## config.mk

```make
export PLATFORM = sky130hd
export DESIGN_NAME = sconv_cell
export DESIGN_NICKNAME = d
export VERILOG_FILES = /design/src/rtl/sconv_pkg.sv /design/src/rtl/sconv_kernel_sel.sv /design/src/rtl/sconv_sat_acc.sv /design/src/rtl/sconv_fire_latch.sv /design/src/rtl/sconv_cell.sv
export SDC_FILE = /design/constraint.sdc
export NUM_CORES = 1
export LEC_CHECK = 0
export ABC_AREA = 1
export BUFFER_PORTS_ARGS = -buffer_cell sky130_fd_sc_hd__buf_2
export CAP_MARGIN = 20
export CORE_ASPECT_RATIO = 1.1
export CORE_MARGIN = 2
export CORE_UTILIZATION = 30
export DETAILED_ROUTE_END_ITERATION = 12
export GPL_ROUTABILITY_DRIVEN = 0
export PLACE_DENSITY = 0.5
export SLEW_MARGIN = 20
export SYNTH_ARGS = -nofsm -noshare
export SYNTH_HDL_FRONTEND = slang
export SYNTH_SLANG_ARGS = --single-unit
```

## constraint.sdc

```tcl
create_clock -name clk -period 9 [get_ports clk]
set_input_delay 1.8 -clock clk [delete_from_list [all_inputs] [get_ports clk]]
set_output_delay 1.8 -clock clk [all_outputs]
set_load 0.005 [all_outputs]
```

## src/rtl/sconv_pkg.sv

```systemverilog
package sconv_pkg;
  localparam int KPOS   = 9;
  localparam int NNBR   = 8;
  localparam int CENTRE = 4;

  // neighbour line index -> row-major kernel position (centre skipped)
  function automatic int nbr_pos(input int k);
    return (k < CENTRE) ? k : k + 1;
  endfunction
endpackage

```

## src/rtl/sconv_kernel_sel.sv

```systemverilog
module sconv_kernel_sel #(
  parameter int W = 8
) (
  input  logic [sconv_pkg::KPOS*W-1:0]     coef_flat,
  input  logic                             hit,
  input  logic [sconv_pkg::NNBR-1:0]       nbr_spk,
  output logic signed [W+4:0]              delta,
  output logic                             any_evt
);
  localparam int SW = W + 5;

  logic signed [SW-1:0] term [sconv_pkg::KPOS];

  genvar g;
  for (g = 0; g < sconv_pkg::NNBR; g++) begin : g_nbr
    localparam int P = sconv_pkg::nbr_pos(g);
    assign term[P] = nbr_spk[g] ? SW'($signed(coef_flat[P*W +: W])) : '0;
  end

  assign term[sconv_pkg::CENTRE] =
    hit ? SW'($signed(coef_flat[sconv_pkg::CENTRE*W +: W])) : '0;

  always_comb begin
    delta = '0;
    for (int i = 0; i < sconv_pkg::KPOS; i++) delta = delta + term[i];
  end

  assign any_evt = hit | (|nbr_spk);
endmodule

```

## src/rtl/sconv_sat_acc.sv

```systemverilog
module sconv_sat_acc #(
  parameter int W = 8
) (
  input  logic                clk,
  input  logic                rst_n,
  input  logic signed [W+4:0] delta,
  input  logic                any_evt,
  input  logic signed [W-1:0] thresh,
  output logic signed [W-1:0] state,
  output logic                fire_evt
);
  localparam int SW   = W + 5;
  localparam int HI_I = 2**(W-1) - 1;
  localparam logic signed [SW-1:0] HI = SW'(HI_I);
  localparam logic signed [SW-1:0] LO = SW'(-HI_I - 1);

  function automatic logic signed [W-1:0] clip(input logic signed [SW-1:0] v);
    if (v > HI) return W'(HI);
    if (v < LO) return W'(LO);
    return W'(v);
  endfunction

  logic signed [SW-1:0] raw_sum;
  logic signed [W-1:0]  upd;

  assign raw_sum  = SW'(state) + delta;
  assign upd      = clip(raw_sum);
  assign fire_evt = any_evt && (upd >= thresh);

  always_ff @(posedge clk or negedge rst_n) begin
    if (!rst_n)       state <= '0;
    else if (any_evt) state <= fire_evt ? '0 : upd;
  end
endmodule

```

## src/rtl/sconv_fire_latch.sv

```systemverilog
module sconv_fire_latch (
  input  logic clk,
  input  logic rst_n,
  input  logic fire_evt,
  input  logic clr,
  output logic pend
);
  always_ff @(posedge clk or negedge rst_n) begin
    if (!rst_n)        pend <= 1'b0;
    else if (fire_evt) pend <= 1'b1;
    else if (clr)      pend <= 1'b0;
  end
endmodule

```

## src/rtl/sconv_cell.sv

```systemverilog
module sconv_cell #(
  parameter int W = 8
) (
  input  logic                          clk,
  input  logic                          rst_n,
  input  logic [sconv_pkg::KPOS*W-1:0]  coef_i,
  input  logic [W-1:0]                  thresh_i,
  input  logic                          hit_i,
  input  logic [sconv_pkg::NNBR-1:0]    nbr_spk_i,
  input  logic                          fire_clr_i,
  output logic                          nbr_req_o,
  output logic                          fire_req_o
);
  logic signed [W+4:0] delta;
  logic                any_evt;
  logic                fire_evt;
  logic signed [W-1:0] acc_state;

  assign nbr_req_o = hit_i;

  sconv_kernel_sel #(.W(W)) i_sel (
    .coef_flat (coef_i),
    .hit       (hit_i),
    .nbr_spk   (nbr_spk_i),
    .delta     (delta),
    .any_evt   (any_evt)
  );

  sconv_sat_acc #(.W(W)) i_acc (
    .clk      (clk),
    .rst_n    (rst_n),
    .delta    (delta),
    .any_evt  (any_evt),
    .thresh   ($signed(thresh_i)),
    .state    (acc_state),
    .fire_evt (fire_evt)
  );

  sconv_fire_latch i_latch (
    .clk      (clk),
    .rst_n    (rst_n),
    .fire_evt (fire_evt),
    .clr      (fire_clr_i),
    .pend     (fire_req_o)
  );
endmodule

```

### Word level (Yosys, flattened, before mapping)

Index checks and enable logic that the tools add are counted.

| word-level totals | value |
|---|---|
| bits in writable memories | 0 |
| memories kept | 0 |
| output and inout bits | 2 |
| logic and storage cells | 37 |
| memory bits (read-only) | 0 |
| flip-flop bits (word level) | 9 |
| bits in latches | 0 |
| input port bits | 92 |

| operators by class | value |
|---|---|
| add/subtract/negate cells | 9 |
| multiply operators | 0 |
| magnitude comparators | 3 |
| multiplexer cells | 19 |
| equality and inequality tests | 0 |
| div/mod/pow operators | 0 |
| reductions and logical operators | 3 |
| shift operators | 0 |
| bitwise operators | 1 |

Operator list:

| kind | count |
|---|---|
| two-way mux 13 bit | 9 |
| adder 13 bit | 8 |
| two-way mux 8 bit | 5 |
| adder 8 x 13 -> 13 bit | 1 |
| greater-than comparator 13 x 8 -> 1 bit, second input constant | 1 |
| less-than comparator 13 x 8 -> 1 bit, second input constant | 1 |
| greater-or-equal comparator 8 bit | 1 |
| OR reduction 8 bit | 1 |
| two-way mux 1 bit | 5 |
| nonzero test 2 bit | 1 |
| logical AND 1 bit | 1 |
| OR 1 bit | 1 |

### Longest topological paths before layout

Gate-level depths: netlist of the first run.

| logic depth | value |
|---|---|
| depth after elaboration | 18 |
| gate-level depth with buffers | 38 |

### Hierarchy

Synthesis of the first run repeated with hierarchy kept, for this count alone.

| second synthesis, totals | value |
|---|---|
| cells, all modules | 573 |
| area, all modules | 3791.1 µm² |

Modules (own cells, without submodules):

| module | cells an instance | instances | area each (µm²) |
|---|---|---|---|
| sconv_kernel_sel | 343 | 1 | 2424.8 |
| sconv_sat_acc | 224 | 1 | 1318.8 |
| sconv_fire_latch | 5 | 1 | 40.0 |
| sconv_cell | 1 | 1 | 7.5 |

### Worst setup path after synthesis of the first run

Ideal clock, no wire load.

| timing path | value |
|---|---|
| kind | input port to flip-flop |
| from | input port nbr_spk_i[4] (netlist bit) |
| to | register i_acc.state[7] |
| path slack | 1.311 ns |
| stages on the path | 32 |
| setup time | 0.083 ns |
| arrival | 7.607 ns |
| required time | 8.917 ns |
| path through | clkbuf_1 nand2_1 fa_1 inv_1 fa_1 inv_1 fa_1 inv_1 fa_1 inv_1 fa_1 inv_1 ha_1 nand2_1 inv_1 a21oi_4 nand2_2 a21oi_4 xor2_4 nand2_2 nand2_1 nand2_1 ha_1 a21oi_1 nor2_1 a211oi_1 nand2_1 nand2_1 nand3_1 nor2_1 nand2_1 o21ai_0 |

| on the way | value |
|---|---|
| word-level cells in the longest chain between the ends | 14 |

RTL lines:

| what | line | source |
|---|---|---|
| start: declaration | sconv_cell.sv:9 | `input logic [sconv_pkg::NNBR-1:0] nbr_spk_i,` |
| two-way mux 13 bit | sconv_kernel_sel.sv:17 | `assign term[P] = nbr_spk[g] ? SW'($signed(coef_flat[P*W +: W])) : '0;` |
| adder 13 bit (4 in a row) | sconv_kernel_sel.sv:25 | `for (int i = 0; i < sconv_pkg::KPOS; i++) delta = delta + term[i];` |
| adder 8 x 13 -> 13 bit | sconv_sat_acc.sv:26 | `assign raw_sum = SW'(state) + delta;` |
| less-than comparator 13 x 8 -> 1 bit | sconv_sat_acc.sv:19 | `if (v < LO) return W'(LO);` |
| two-way mux 1 bit (2 in a row) | sconv_sat_acc.sv:19 |  |
| two-way mux 8 bit | sconv_sat_acc.sv:20 | `return W'(v);` |
| two-way mux 8 bit | sconv_sat_acc.sv:19 |  |
| greater-or-equal comparator 8 bit | sconv_sat_acc.sv:28 | `assign fire_evt = any_evt && (upd >= thresh);` |
| logical AND 1 bit | sconv_sat_acc.sv:28 |  |
| two-way mux 8 bit | sconv_sat_acc.sv:32 | `else if (any_evt) state <= fire_evt ? '0 : upd;` |
| end signal: assignment | sconv_sat_acc.sv:32 |  |
| end: declaration | sconv_sat_acc.sv:9 | `output logic signed [W-1:0] state,` |

Parallel ways exist; a longest one is shown, timed or not. The select of a mux whose other input is x is not followed.
A chain may end at the register's enable or synchronous reset.

### Final worst setup path of the first run

| timing path | value |
|---|---|
| from | input port nbr_spk_i[4] (netlist bit) |
| to | register i_acc.state[2] |

Same word-level chain as after synthesis.

==> results.yml, run 1 <==
outcome:
  outcome: "finished, final reports clean"
drt:
  vias: 3032
  avgRoutedWirePerCell_um: 11.08
  drt_iter0_drc: 75
  first_pass_iters: 6
  vias_per_cell: 4.194
  ant_nets: 0
  drc: 0
  routed_wl_um: 8009
placement:
  placedCellCount: 719
  dpl.hpwl_um: 7360
  place_ws_ns: 0.9134
  port_buffers: 93
floorplan:
  pin_count: 94
  die_area_mm2: 0.01256
  core_area_mm2: 0.01144
  initial_core_util_pct: 30.61
  die_x_um: 107.0
  die_y_um: 117.3
  rows: 41
worst_setup_path:
  cp.depth: 30
  worstRegToRegCells: 23
  required_ns: 9.17
  r2r_slack_ns: 4.72
  crit_path_start_kind: "input port"
  slowest_stage: "fa_1"
  crit_top_cell: "nand2_1"
  crit_fanout: 9
  crit_arrival_ns: 8.00
  crit_type: "in2reg"
  critPathBufInv: 6
  crit_path_end_kind: "flop"
  crit_family: "adder cells"
  worst_path_largest_cell_delay_ns: 0.60
yosys:
  yosys.area.top_type_share_pct: 39.44
  yosysMostFrequentCell: "nand2_1"
  syn-cell-area_mm2: 0.003502
  seq_area_frac_synth_pct: 6.431
  synthCells: 486
  synthTopCellsByArea: "fa_1 39%, nand2_1 18%, inv_1 16%"
  synth.distinct_cells: 25
  synth_edf_count: 0
  synth_common_cells: "165 x nand2_1, 145 x inv_1, 69 x fa_1"
  ys.flop_type: "dfrtp_1"
  synth_top_area_cell: "fa_1"
  avgSynthCellArea_um2: 7.206
  syn-num-nets: 671
  async_flop_share_pct: 100.0
  ys_ff_latch: 9
  yosysWarnings: 0
sta:
  slew_violations: 0
  tightest_slew_ns: 0.4817
  fin_ws_ns: 1.170
  fin_setup_tns_ns: 0
  fin_crit_sh_pct: 87.00
  min_period_ns: 7.830
  setup-violations-final: 0
  clock_skew_ns: 0.002562
  relSlewSlack_pct: 67.77
  hold_viol_final: 0
  clock.fmax_mhz: 127.7
  rsz0062_at_grt: "false"
final_layout:
  finalNonFillerCells: 723
  area_growth_pct: 19.72
  finish.utilization_pct: 36.65
  drive_gt1_share_pct: 18.32
  antenna_cells: 0
  nNetsFinal: 759
cts:
  h-tree-depth: 1
  cts_root_buffer: "clkbuf_16"
  numCtsBuffers: 3
  hold_buffers: 0
  cts.clk_slew.worst_paths_ns: 0.04
  clkSinkCount: 9
  clockBufferDepth: 2
  cts_tree: "yes"
  cts_setup_buffers: 0
  clkLatencyLatePin_ns: 0.23
  cts_resized: 0
grt:
  grt_pass1_vias: 3201
  grt.total_usage_pct: 13.38
  grt_pass1_wl_um: 13930
  antenna_found_initial: 0
  grt_max_degree: 11
  overflow: 0
hold_path:
  holdPathStages: 2
  min_path_type: "reg2reg"
flow_run:
  cap_violations: 0
[layer usage]
metal	up-vias	wire length, um	track usage (%)
met5	-	0	0
met1	1435	3533	16.94
met2	54	4210	25.44
li1	1543	-	-
met4	0	0	0.7305
met3	0	265	1.334
[stage by stage]
step | cell area, um2 | hold slack, ns
after CTS | 4193 | 0.4872
after floorplan | 3502 | 0.4489
after detailed placement | 4114 | 0.4756
after global placement | 4114 | 0.4859
after global routing | 4193 | 0.5210
final | 4193 | 0.4923
[flip-flops by register name, indices dropped and copies added (netlist names)]
name          flops
i_acc.state       8
i_latch.pend      1
[logic make-up after synthesis]
| kind of cell | share of synthesized area, % |
|---|---|
| AOI/OAI and AO/OA | 2.715 |
| xor gates and xnor gates | 2.037 |
| adders and majority gates | 48.02 |
| buffers and inverters | 16.83 |
| DFF | 6.431 |
| and+or+nand+nor | 23.97 |
[worst min-delay path: stages, from the launching register on]
cell     delay (ns)
dfrtp_1        0.34
nand2_1        0.06
nand2_1        0.06
[cell usage in the layout, fill, tap and decap left out, types with 2 or more instances in the layout]
| cell type | netlist | final |
|---|---|---|
| nor2_1 | 17 | 17 |
| o21ai_0 | 4 | 4 |
| inv_1 | 145 | 145 |
| nor3_1 | 3 | 3 |
| a21oi_1 | 7 | 7 |
| fa_1 | 69 | 69 |
| nand3b_1 | 2 | 2 |
| dfrtp_1 | 9 | 9 |
| xor2_1 | 2 | 2 |
| buf_2 | 0 | 93 |
| nand3_1 | 11 | 11 |
| xnor2_1 | 3 | 3 |
| nand2_2 | 2 | 2 |
| ha_1 | 24 | 24 |
| clkbuf_16 | 0 | 3 |
| a21oi_4 | 2 | 2 |
| nand2_1 | 165 | 165 |
| nand4_1 | 4 | 4 |
[final timing paths]
check	startpoint	endpoint
min in group asynchronous	rst_n	i_acc.state[7]$_DFFE_PN0P_
setup reg to reg	i_acc.state[7]$_DFFE_PN0P_	i_acc.state[2]$_DFFE_PN0P_
hold / removal	i_acc.state[0]$_DFFE_PN0P_	i_acc.state[0]$_DFFE_PN0P_
setup / recovery	nbr_spk_i[4]	i_acc.state[2]$_DFFE_PN0P_
hold reg to reg	i_acc.state[0]$_DFFE_PN0P_	i_acc.state[0]$_DFFE_PN0P_
max in group asynchronous	rst_n	i_acc.state[3]$_DFFE_PN0P_
[cell type report]
type	count	area, um2
multi-input cells	321	2688
fillers	1258	7247
inverters	146	548.0
repair buffers	93	465.4
clock buffers	4	78.83
flip-flops and latches	9	225.2
well taps	150	187.7
Power of run 1 is not shown: default switching activity piles up to over one toggle a cycle in this logic, so the estimate is an artifact.
==> run 2: changes to the inputs <==
Settings changed: PLACE_DENSITY 0.5 to not set, PLACE_DENSITY_LB_ADDON set to 0.15.
==> results.yml, run 2 (synthesized netlist as in run 1, its figures left out) <==
final_layout:
  largest_reg_flops: 8
  area_growth_pct: 19.72
  top_regs: "i_acc.state x8, i_latch.pend x1"
  nNetsFinal: 759
  final_cell_mix: "165 x nand2_1, 145 x inv_1, 93 x buf_2"
  largest_register: "i_acc.state"
  antenna_cells: 0
  layout_commonest_cell: "nand2_1"
  fill_cells: 1265
  drive_gt1_share_pct: 18.32
  multi_input_area_mm2: 0.002688
  seq_area_um2: 225.2
drt:
  routed_wl_um: 7934
  ant_nets: 0
  avgRoutedWirePerCell_um: 10.97
  drt_iter0_drc: 89
  vias_per_cell: 4.216
  first_pass_iters: 4
  dr_wl_met2_um: 4173
  vias: 3048
  wl_met3_um: 231
  drc: 0
  wirelength_met1_um: 3512
  routed.top_layer: "met4"
sta:
  relSlewSlack_pct: 68.01
  fin_setup_tns_ns: 0
  setup-violations-final: 0
  rsz0062_at_grt: "false"
  slew_violations: 0
  fin_crit_sh_pct: 86.61
  hold_viol_final: 0
  clock.fmax_mhz: 128.3
  min_period_ns: 7.795
  tightest_slew_ns: 0.4764
  clock_skew_ns: 0.0006418
worst_setup_path:
  required_ns: 9.17
  worst_path_largest_cell_delay_ns: 0.60
  crit_top_cell: "nand2_1"
  crit_fanout: 9
  crit_path_start_kind: "input port"
  crit_path_end_kind: "flop"
  crit_arrival_ns: 7.97
  slowest_stage: "fa_1"
  crit_type: "in2reg"
placement:
  dpl.hpwl_um: 7296
  port_buffers: 93
hold_path:
  min_path_type: "reg2reg"
floorplan:
  die_y_um: 117.3
  pin_count: 94
  rows: 41
  initial_core_util_pct: 30.61
  core_area_mm2: 0.01144
  die_x_um: 107.0
  die_area_mm2: 0.01256
outcome:
  outcome: "finished, final reports clean"
cts:
  clockBufferDepth: 2
  h-tree-depth: 1
  cts.clk_slew.worst_paths_ns: 0.04
  cts_tree: "yes"
  cts_setup_buffers: 0
  numCtsBuffers: 3
  hold_buffers: 0
  clkLatencyLatePin_ns: 0.24
  cts_root_buffer: "clkbuf_16"
  cts_resized: 0
  clkSinkCount: 9
flow_run:
  cap_violations: 0
grt:
  grt_pass1_wl_um: 13690
  grt_max_degree: 11
  grt_pass1_vias: 3167
  overflow: 0
  antenna_found_initial: 0
  grt.total_usage_pct: 13.27
-- run 2: cell counts in the layout (fill, tap and decap cells not counted) --
Identical to the previous run, type by type.
-- run 2: per-layer routing --
| metal | global-route usage, % | vias up |
|---|---|---|
| met5 | 0 | - |
| li1 | - | 1545 |
| met1 | 17.25 | 1454 |
| met2 | 24.48 | 46 |
| met4 | 0.9740 | 0 |
| met3 | 1.445 | 3 |
-- run 2: critical path, delay by kind of cell --
kind	cells	cell delay [ns]
adders and majority gates	7	3.32
AOI/OAI and AO/OA	3	0.48
and+or+nand+nor	13	1.66
buffers and inverters	6	0.48
xor gates and xnor gates	1	0.19
-- run 2: final timing paths --
path / start / end / slack (ns) / depth (start not counted)
worst max-delay path: nbr_spk_i[4] / i_acc.state[2]$_DFFE_PN0P_ / 1.21 / 30
worst min-delay path: i_acc.state[0]$_DFFE_PN0P_ / i_acc.state[0]$_DFFE_PN0P_ / 0.50 / 2
worst max register to register: i_acc.state[7]$_DFFE_PN0P_ / i_acc.state[2]$_DFFE_PN0P_ / 4.75 / 23
worst min register to register: i_acc.state[0]$_DFFE_PN0P_ / i_acc.state[0]$_DFFE_PN0P_ / 0.50 / 2
max in group asynchronous: rst_n / i_acc.state[4]$_DFFE_PN0P_ / 7.41 / 1
min in group asynchronous: rst_n / i_acc.state[1]$_DFFE_PN0P_ / 1.41 / 1
-- run 2: area by class of cell --
cell class / count / share of cell area (%)
Clock buffer: 4 / 1.880
Timing Repair Buffer: 93 / 11.10
Multi-Input combinational cell: 321 / 64.10
Tap cell: 150 / 4.476
Sequential cell: 9 / 5.372
Inverter: 146 / 13.07
-- run 2: per-stage QoR --
stage	utilization, %	hold slack [ns]	setup slack [ns]	cells	cell area, um2
5_1_grt	36.65	0.5425	0.6095	723	4193
4_1_cts	36.65	0.5014	1.162	723	4193
6_report	36.65	0.4999	1.205	723	4193
3_5_place_dp	35.96	0.4866	0.9220	719	4114
3_3_place_gp	35.96	0.4826	0.9990	719	4114
2_1_floorplan	-	0.4489	1.311	486	3502
Power of run 2 is left out for the same reason.
==> run 3: changes to the inputs <==
Settings changed: CORE_ASPECT_RATIO 1.1 to 1.2.
==> results.yml, run 3 (synthesized netlist as in run 1, its figures left out) <==
outcome:
  outcome: "finished, final reports clean"
final_layout:
  antenna_cells: 0
  seq_area_um2: 225.2
  fill_cells: 1276
  finalNonFillerCells: 730
  multi_input_area_mm2: 0.002688
  area_growth_pct: 19.97
  largest_reg_flops: 8
  nNetsFinal: 759
  finish.utilization_pct: 36.66
  drive_gt1_share_pct: 18.32
  final_cell_mix: "165 x nand2_1, 145 x inv_1, 93 x buf_2"
  layout_commonest_cell: "nand2_1"
  top_regs: "i_acc.state x8, i_latch.pend x1"
  largest_register: "i_acc.state"
sta:
  clock_skew_ns: 0.002762
  min_period_ns: 7.829
  relSlewSlack_pct: 68.44
  fin_crit_sh_pct: 86.99
  holdWs_ns: 0.4814
  hold_viol_final: 0
  clock.fmax_mhz: 127.7
  rsz0062_at_grt: "false"
  setup-violations-final: 0
  slew_violations: 0
  tightest_slew_ns: 0.4700
  fin_setup_tns_ns: 0
placement:
  dpl.hpwl_um: 7500
  placedCellCount: 726
  port_buffers: 93
floorplan:
  initial_core_util_pct: 30.56
  rows: 43
  core_area_mm2: 0.01146
  die_y_um: 122.4
  die_x_um: 102.6
  die_area_mm2: 0.01256
  pin_count: 94
drt:
  ant_nets: 0
  first_pass_iters: 4
  vias: 3049
  dr_wl_met2_um: 4063
  drc: 0
  wl_met3_um: 426
  drt_iter0_drc: 73
  vias_per_cell: 4.177
  routed.top_layer: "met4"
  wirelength_met1_um: 3542
  routed_wl_um: 8157
  avgRoutedWirePerCell_um: 11.17
worst_setup_path:
  crit_family: "adder cells"
  crit_path_end_kind: "flop"
  crit_arrival_ns: 7.98
  worst_path_largest_cell_delay_ns: 0.55
  crit_fanout: 9
  crit_type: "in2reg"
  required_ns: 9.15
  critPathBufInv: 7
  crit_top_cell: "nand2_1"
  crit_path_start_kind: "input port"
  slowest_stage: "fa_1"
flow_run:
  cap_violations: 0
cts:
  h-tree-depth: 1
  clkSinkCount: 9
  clkLatencyLatePin_ns: 0.23
  cts_resized: 0
  clockBufferDepth: 2
  hold_buffers: 0
  cts_tree: "yes"
  cts.clk_slew.worst_paths_ns: 0.04
  numCtsBuffers: 3
  cts_setup_buffers: 0
  cts_root_buffer: "clkbuf_16"
grt:
  overflow: 0
  grt_max_degree: 11
  grt_pass1_vias: 3192
  grt.total_usage_pct: 13.76
  grt_pass1_wl_um: 13940
  antenna_found_initial: 0
hold_path:
  min_path_type: "reg2reg"
## run 3: cell counts in the layout (fill, tap and decap cells not counted)
No cell type changed its count.
## run 3: through the flow
step                      area (um2)  worst slack, ns
after floorplan                 3502            1.311
after global placement          4123           0.9672
after detailed placement        4123           0.9183
after CTS                       4202            1.139
after global routing            4202           0.5264
final                           4202            1.171
## run 3: layout make-up
type                    count  share of cell area [%]
multi-input cells         321                   63.97
inverters                 146                   13.04
repair buffers             93                   11.08
flip-flops and latches      9                   5.360
well taps                 157                   4.675
clock buffers               4                   1.876
## run 3: final timing paths
path                            slack (ns)                        from  cells after the start                          to
worst max-delay path                  1.17                nbr_spk_i[4]                     32  i_acc.state[7]$_DFFE_PN0P_
worst min-delay path                  0.48  i_acc.state[1]$_DFFE_PN0P_                      2  i_acc.state[1]$_DFFE_PN0P_
worst max register to register        4.71  i_acc.state[7]$_DFFE_PN0P_                     23  i_acc.state[7]$_DFFE_PN0P_
worst min register to register        0.48  i_acc.state[1]$_DFFE_PN0P_                      2  i_acc.state[1]$_DFFE_PN0P_
max in group asynchronous             7.41                       rst_n                      1  i_acc.state[7]$_DFFE_PN0P_
min in group asynchronous             1.41                       rst_n                      1  i_acc.state[0]$_DFFE_PN0P_
## run 3: worst min-delay path, stage by stage (launching register included)
cell and delay, ns:
dfrtp_1 0.34, nand2_1 0.05, nand2_1 0.05
## run 3: routing by layer
layer  up-vias  GRT usage [%]
met2        69          24.47
met5         -              0
li1       1549              -
met1      1419          18.05
met3        12          1.367
met4         0          2.833
Power of run 3 is left out for the same reason.
